[config.mk]
export PLATFORM = sky130hd
export DESIGN_NAME = nand_ecc_gen
export DESIGN_NICKNAME = d
export VERILOG_FILES = /design/src/rtl/nand_ecc_pkg.sv /design/src/rtl/ecc_beat_ctrl.sv /design/src/rtl/ecc_row_accum.sv /design/src/rtl/ecc_code_pack.sv /design/src/rtl/nand_ecc_gen.sv
export SDC_FILE = /design/constraint.sdc
export NUM_CORES = 1
export LEC_CHECK = 0
export BUFFER_PORTS_ARGS = -buffer_cell sky130_fd_sc_hd__buf_2
export CORE_UTILIZATION = 40
export CTS_CLUSTER_SIZE = 8
export DETAILED_ROUTE_END_ITERATION = 10
export PLACE_DENSITY = 0.69
export SYNTH_ARGS = -nofsm -noshare
export SYNTH_HDL_FRONTEND = slang
export SYNTH_SLANG_ARGS = --single-unit
export TNS_END_PERCENT = 50
[constraint.sdc]
create_clock -name clk -period 4.8 [get_ports clk]
set_clock_uncertainty 0.1 [all_clocks]
set_input_delay 0.96 -clock clk [delete_from_list [all_inputs] [get_ports clk]]
set_output_delay 0.96 -clock clk [all_outputs]
set_load 0.05 [all_outputs]
[src/rtl/nand_ecc_pkg.sv]
package nand_ecc_pkg;

    localparam int LANES  = 4;
    localparam int LANE_W = 8;
    localparam int WORD_W = LANES * LANE_W;

    typedef enum logic [0:0] {
        ST_FILL = 1'b0,
        ST_HOLD = 1'b1
    } ecc_state_e;

    typedef struct packed {
        logic clear;
        logic accept;
        logic last;
    } beat_ctl_t;

    // Column parity set from the whole-block XOR byte.
    function automatic logic [5:0] col_parity(input logic [7:0] p);
        logic [5:0] c;
        c[0] = p[0] ^ p[2] ^ p[4] ^ p[6];
        c[1] = p[1] ^ p[3] ^ p[5] ^ p[7];
        c[2] = p[0] ^ p[1] ^ p[4] ^ p[5];
        c[3] = p[2] ^ p[3] ^ p[6] ^ p[7];
        c[4] = ^p[3:0];
        c[5] = ^p[7:4];
        return c;
    endfunction

endpackage

[src/rtl/ecc_beat_ctrl.sv]
module ecc_beat_ctrl
    import nand_ecc_pkg::*;
#(
    parameter int BEATS = 64,
    localparam int BW   = $clog2(BEATS)
) (
    input  logic          clk,
    input  logic          rst,
    input  logic          start,
    input  logic          valid,
    output beat_ctl_t     ctl,
    output logic [BW-1:0] beat_idx
);

    ecc_state_e    state_q;
    logic [BW-1:0] cnt_q;
    logic          open_w;

    always_comb begin
        open_w     = start || (state_q == ST_FILL);
        beat_idx   = start ? '0 : cnt_q;
        ctl.clear  = start;
        ctl.accept = valid && open_w;
        ctl.last   = ctl.accept && (beat_idx == BW'(BEATS - 1));
    end

    always_ff @(posedge clk) begin
        if (rst) begin
            state_q <= ST_FILL;
            cnt_q   <= '0;
        end else if (ctl.last) begin
            state_q <= ST_HOLD;
            cnt_q   <= '0;
        end else if (ctl.accept) begin
            state_q <= ST_FILL;
            cnt_q   <= beat_idx + BW'(1);
        end else if (start) begin
            state_q <= ST_FILL;
            cnt_q   <= '0;
        end
    end

endmodule

[src/rtl/ecc_row_accum.sv]
module ecc_row_accum
    import nand_ecc_pkg::*;
#(
    parameter int PAIRS = 8,
    localparam int BW   = PAIRS - 2
) (
    input  logic                        clk,
    input  logic                        rst,
    input  beat_ctl_t                   ctl,
    input  logic [BW-1:0]               beat_idx,
    input  logic [WORD_W-1:0]           word,
    output logic [LANE_W-1:0]           par_d,
    output logic [PAIRS-1:0][LANE_W-1:0] odd_d
);

    logic [LANES-1:0][LANE_W-1:0] lane;
    logic [LANE_W-1:0]            beat_xor;
    logic [PAIRS-1:0][LANE_W-1:0] contrib;
    logic [LANE_W-1:0]            par_q;
    logic [PAIRS-1:0][LANE_W-1:0] odd_q;

    assign lane     = word;
    assign beat_xor = lane[0] ^ lane[1] ^ lane[2] ^ lane[3];

    // Only the odd member of each pair is accumulated.
    for (genvar k = 0; k < PAIRS; k++) begin : g_pair
        if (k == 0) begin : g_lane_bit0
            assign contrib[k] = lane[1] ^ lane[3];
        end else if (k == 1) begin : g_lane_bit1
            assign contrib[k] = lane[2] ^ lane[3];
        end else begin : g_beat_bit
            assign contrib[k] = beat_idx[k-2] ? beat_xor : '0;
        end
    end

    always_comb begin
        par_d = ctl.clear ? '0 : par_q;
        odd_d = ctl.clear ? '0 : odd_q;
        if (ctl.accept) begin
            par_d = par_d ^ beat_xor;
            odd_d = odd_d ^ contrib;
        end
    end

    always_ff @(posedge clk) begin
        if (rst) begin
            par_q <= '0;
            odd_q <= '0;
        end else begin
            par_q <= par_d;
            odd_q <= odd_d;
        end
    end

endmodule

[src/rtl/ecc_code_pack.sv]
module ecc_code_pack
    import nand_ecc_pkg::*;
#(
    parameter int PAIRS   = 8,
    localparam int CODE_W = 2 * PAIRS + 8
) (
    input  logic [LANE_W-1:0]            par,
    input  logic [PAIRS-1:0][LANE_W-1:0] odd,
    output logic [CODE_W-1:0]            code
);

    logic [CODE_W-1:0] raw;
    logic              par_bit;

    assign par_bit = ^par;

    for (genvar k = 0; k < PAIRS; k++) begin : g_rp
        // Even member recovered from the whole-block parity.
        assign raw[2*k+1] = ^odd[k];
        assign raw[2*k]   = par_bit ^ (^odd[k]);
    end

    assign raw[2*PAIRS+1:2*PAIRS]        = 2'b00;
    assign raw[2*PAIRS+7:2*PAIRS+2]      = col_parity(par);
    assign code                          = ~raw;

endmodule

[src/rtl/nand_ecc_gen.sv]
module nand_ecc_gen
    import nand_ecc_pkg::*;
#(
    parameter int BLOCK_BYTES = 256
) (
    input  logic                                  clk,
    input  logic                                  rst,
    input  logic                                  blk_start,
    input  logic                                  beat_valid,
    input  logic [31:0]                           beat_data,
    output logic                                  ecc_done,
    output logic [2*$clog2(BLOCK_BYTES)+7:0]      ecc_code
);

    localparam int PAIRS  = $clog2(BLOCK_BYTES);
    localparam int BEATS  = BLOCK_BYTES / LANES;
    localparam int BW     = $clog2(BEATS);
    localparam int CODE_W = 2 * PAIRS + 8;

    beat_ctl_t                    ctl;
    logic [BW-1:0]                beat_idx;
    logic [LANE_W-1:0]            par_d;
    logic [PAIRS-1:0][LANE_W-1:0] odd_d;
    logic [CODE_W-1:0]            code_w;

    ecc_beat_ctrl #(.BEATS(BEATS)) u_ctrl (
        .clk      (clk),
        .rst      (rst),
        .start    (blk_start),
        .valid    (beat_valid),
        .ctl      (ctl),
        .beat_idx (beat_idx)
    );

    ecc_row_accum #(.PAIRS(PAIRS)) u_accum (
        .clk      (clk),
        .rst      (rst),
        .ctl      (ctl),
        .beat_idx (beat_idx),
        .word     (beat_data),
        .par_d    (par_d),
        .odd_d    (odd_d)
    );

    ecc_code_pack #(.PAIRS(PAIRS)) u_pack (
        .par  (par_d),
        .odd  (odd_d),
        .code (code_w)
    );

    always_ff @(posedge clk) begin
        if (rst) begin
            ecc_done <= 1'b0;
            ecc_code <= '0;
        end else begin
            ecc_done <= ctl.last;
            if (ctl.last) begin
                ecc_code <= code_w;
            end
        end
    end

endmodule

# == Yosys cells after proc, flatten, opt, wreduce, memory -nomap -nowiden ==
# Cells that the tools add are included.
# Widths: inputs -> output; s select.
# classes
add_sub_neg,1
n_mux,15
reduce_logical,16
bitwise,29
eq_ne,1
# ops
cell,count
$mux 64,2
$reduce_xor 8->1,9
$mux 8,8
$xor 64x64->64,1
$xor 8x8->8,6
$not 24->24,1
$xor 1x1->1,20
$mux 6,2
$reduce_xor 4->1,2
$add 6x1->6 const B,1
$eq 6x6->1 const B,1
$mux 1,3
$reduce_bool 3->1,1
$logic_and 1x1->1,2
$reduce_or 2->1,1
$logic_or 1x1->1,1
$not 1->1,1
# word_totals
reg_bits,104
elab_cells,75
out_inout_bits,25
in_bits,36

# == Logic depth before layout (Yosys ltp) ==
# depth
depth_word,9
depth_mapped,12
ltp_nobuf,9

# == By module ==
# From an unflattened synthesis, not the netlist that was laid out.
# hier_totals
hier_cells,815
area_unflattened_um2,6736.5
# by_module_without_submodules
module,n_inst,area_per_inst_um2,cells_per_inst,seq_area_each_um2
ecc_row_accum,1,4672.0,603,1441.4
nand_ecc_gen,1,902.1,80,500.5
ecc_code_pack,1,718.2,82,0.0
ecc_beat_ctrl,1,444.2,50,140.1

# == Worst setup path after synthesis ==
# No wires, ideal clock.
# synth_path
path_type,input-to-reg
startpoint,input port beat_data[9]
endpoint,register ecc_code[4]
path_buffers,0
path_stages,9
arrival_time_ns,3.226
setup_ns,0.086
slack_ns,1.388
required_time_ns,4.614
path_cell_list,xnor2_1 > xnor2_4 > xnor2_1 > or3_4 > a211o_1 > a211o_1 > and2_4 > xor2_1 > a211oi_1
# synth_between
elab_chain_len,9
elab_cells_between_ends,12
cone_classes,mux: 3; bitwise: 7; reduce/logical: 2
# synth_lines
element,line_no,rtl
start: declaration,nand_ecc_gen.sv:10,"input logic [31:0] beat_data,"
$xor 8x8->8 (*) (3 in series),ecc_row_accum.sv:23,assign beat_xor = lane[0] ^ lane[1] ^ lane[2] ^ lane[3];
$mux 8,ecc_row_accum.sv:32,assign contrib[k] = beat_idx[k-2] ? beat_xor : '0;
$xor 64x64->64,ecc_row_accum.sv:41,odd_d = odd_d ^ contrib;
$mux 64,ecc_row_accum.sv:39,if (ctl.accept) begin
$reduce_xor 8->1,ecc_code_pack.sv:20,assign raw[2*k] = par_bit ^ (^odd[k]);
$xor 1x1->1 (*),ecc_code_pack.sv:20,
$not 24->24 (*),ecc_code_pack.sv:25,assign code = ~raw;
end signal: assignment,nand_ecc_gen.sv:58,ecc_code <= code_w;
end: declaration,nand_ecc_gen.sv:12,output logic [2*$clog2(BLOCK_BYTES)+7:0] ecc_code
# Every way passes the cells marked *; elsewhere a longest branch is shown, timed or not.
# A chain may end at the register's enable or synchronous reset.

# == Final worst setup path ==
# layout_path
startpoint,input port beat_data[28]
endpoint,register ecc_code[6]
# layout_between
elab_chain_len,7
elab_cells_between_ends,10
cone_classes,mux: 3; bitwise: 5; reduce/logical: 2
# layout_lines
element,line_no
$xor 8x8->8 (*),ecc_row_accum.sv:23
$mux 8,ecc_row_accum.sv:32
$xor 64x64->64,ecc_row_accum.sv:41
$mux 64,ecc_row_accum.sv:39
$reduce_xor 8->1,ecc_code_pack.sv:20
$xor 1x1->1 (*),ecc_code_pack.sv:20
$not 24->24 (*),ecc_code_pack.sv:25
# Marked as above.

==> impl_metrics.json <==
{
  "status": "completed",
  "synth_edf_count": 0,
  "yosys.area_share.simple_pct": 23.61,
  "grt_max_degree": 59,
  "setup_viol": 0,
  "ys_seq_area_share_pct": 31.22,
  "cts_root_buffer": "clkbuf_16",
  "multi_input_area_um2": 4343,
  "antenna_found_initial": 0,
  "p_leak_nw": 2.803,
  "yosysTopAreaCell": "dfxtp_1",
  "grt_usage_pct": 18.78,
  "ant_nets": 0,
  "reg2regPathDepth": 8,
  "die_w_um": 130.5,
  "firstDrtPassIters": 5,
  "cts_buffer_depth": 2,
  "synthMuxAreaShare_pct": 11.48,
  "synth_xor_xnor_area_share_pct": 20.84,
  "synth.most_common_cell": "nand2_1",
  "yosys_warnings": 0,
  "nFillCells": 1608,
  "critPathKind": "primary input to register",
  "syn_nets": 836,
  "drc": 0,
  "numCtsBuffers": 9,
  "grt_pass1_wl_um": 24830,
  "placed_cells": 1048,
  "worstMarginPinSlew_ps": 1032,
  "worst_ep_required_time_ps": 4970,
  "syn_area_um2": 6604,
  "synthTopCellsByCount": "nand2_1, nor2_1, dfxtp_1, xnor2_1, mux2_2",
  "post-cts-setup-buffers": 0,
  "drive_gt1_share_pct": 20.40,
  "antenna_cells": 0,
  "synth.avg_cell_area_um2": 8.265,
  "cts_tree": "done",
  "synth_fa_ha_area_share_pct": 0.1895,
  "synth_area_leaders": "dfxtp_1, mux2_2, xnor2_1, nand2_1, nor2_1",
  "synth_top_family_by_area": "simple AND/OR/NAND/NOR gates",
  "hold_path_class": "register to register",
  "post-route-util_pct": 46.79,
  "io_pins": 61,
  "endpoint_kind": "register",
  "regArea_um2": 2062,
  "synth_cell_type_count": 59,
  "drt-initial-drc-count": 367,
  "synth_compound_area_share_pct": 9.644,
  "clock-sinks": 103,
  "holdBufCountCts": 0,
  "syn_inst": 799,
  "fin_crit_sh_pct": 78.53,
  "row_count": 46,
  "min_path_cells": 2,
  "design.core.area_um2": 16000,
  "initial_core_util_pct": 41.27,
  "die_area_um2": 17030,
  "worst-path-max-fanout": 13,
  "drv_cap": 0,
  "drv_slew": 0,
  "irDropWorstVdd_mv": 0.1587,
  "fmax_mhz": 265.3,
  "final.min_clock_period_ps": 3769,
  "wl_um": 15190,
  "synth_async_sr_flop_share_pct": 0,
  "hold_violations": 0,
  "cts_resized": 0,
  "cp-start-kind": "primary input",
  "vias": 5471,
  "synth_top_area_share_pct": 31.22,
  "instances_no_fill": 1064,
  "io_buffer_count": 60,
  "die_h_um": 130.5,
  "ys_ff_latch": 103,
  "relSlewSlack_pct": 30.69,
  "wl_per_cell_um": 14.28,
  "gr-total-overflow": 0,
  "globalplace.congestion": 0.7929,
  "grt_pass1_vias": 5030,
  "rsz0062_at_grt": "false",
  "cp.arrival_ps": 3940,
  "power.density_nw_per_um2": 320.3,
  "nNetsFinal": 880,
  "clk_pin_slew_worst_paths_ps": 70,
  "area_growth_pct": 13.36,
  "clock_latency_ps": 360,
  "h-tree-depth": 3,
  "tns_ps": 0,
  "dp_hpwl_um": 10580,
  "viasPerCell": 5.142,
  "synth-main-ff-cell": "dfxtp_1"
}
## final timing paths
kind | start | end | slack (ps)
setup / recovery | beat_data[28] | ecc_code[6] | 1030
hold / removal | ecc_code[18] | ecc_code[18] | 350
setup reg to reg | u_ctrl.state_q | ecc_code[6] | 1490
hold reg to reg | ecc_code[18] | ecc_code[18] | 350
## flip-flops by register name, indices dropped and copies added, names as in the netlist
signal	flops
u_ctrl.cnt_q	6
u_ctrl.state_q	1
u_accum.par_q	8
ecc_done	1
ecc_code	23
u_accum.odd_q	64
## placed cells by master, fill, tap and decap left out, types with 6 or more instances in the layout
master | synthesis | routed
o22ai_1 | 12 | 12
nand3_1 | 17 | 17
and2_1 | 8 | 8
mux2i_1 | 15 | 15
o211ai_1 | 6 | 6
mux2_2 | 53 | 53
nand3b_1 | 7 | 7
nand2_1 | 156 | 156
o21ai_0 | 11 | 11
nor3_1 | 10 | 10
a22o_1 | 7 | 7
buf_4 | 1 | 20
a31oi_1 | 12 | 12
buf_2 | 3 | 59
xor2_2 | 6 | 6
xor2_1 | 32 | 32
nor2b_1 | 17 | 17
xnor3_1 | 8 | 8
a211oi_1 | 10 | 10
dfxtp_1 | 103 | 103
nor2_1 | 111 | 111
clkbuf_16 | 0 | 9
xnor2_1 | 68 | 68
a21oi_1 | 20 | 20
## layer usage
metal | GRT usage, % | up-vias | routed length, um
li1 | - | 2772 | -
met1 | 23.02 | 2570 | 6840
met2 | 32.28 | 102 | 7364
met3 | 3.990 | 27 | 648
met4 | 7.032 | 0 | 340
met5 | 0 | - | 0
## critical path, cell delays in order
cell and delay, ps:
buf_2 100, xor2_1 320, xnor2_2 260, xnor2_1 870, nor3_1 240, o211a_1 310, o211ai_1 330, and2_4 240
xor2_1 70, a211oi_1 230
## cell families (layout without fill, tap and decap cells)
| family | after synthesis | in the layout |
|---|---|---|
| buffers and inverters | 51 | 100 |
| xor gates and xnor gates | 124 | 124 |
| and+or+nand+nor | 355 | 355 |
| DFF | 103 | 103 |
| muxes | 69 | 69 |
| AOI/OAI and AO/OA | 96 | 96 |
| adders and majority gates | 1 | 1 |
## power breakdown
group | internal (mW) | total, mW | switching, mW
sequential | 0.874 | 0.892 | 0.0174
clock | 0.510 | 0.853 | 0.342
combinational | 0.287 | 0.653 | 0.366
total | 1.67 | 2.40 | 0.726
## per-stage QoR
stage / setup WS [ps] / hold slack (ps) / power [mW] / area (um^2)
floorplan: 1388 / 404.0 / 1.391 / 6604
finish: 1031 / 349.3 / 2.398 / 7486
global route: 793.4 / 371.1 / 2.498 / 7486
global placement: 743.7 / 338.4 / 1.561 / 7139
CTS: 1011 / 354.5 / 2.418 / 7486
detailed placement: 660.7 / 346.8 / 1.564 / 7139
## final cells by class
| class | instances | share of cell area [%] |
|---|---|---|
| tap | 216 | 3.610 |
| sequential | 103 | 27.54 |
| timing repair buffer | 79 | 5.950 |
| clock buffer | 9 | 3.009 |
| inverter | 5 | 0.2507 |
| multi-input combinational | 645 | 58.01 |
| clock inverter | 7 | 1.621 |
Power figures use the tool's default switching activity.
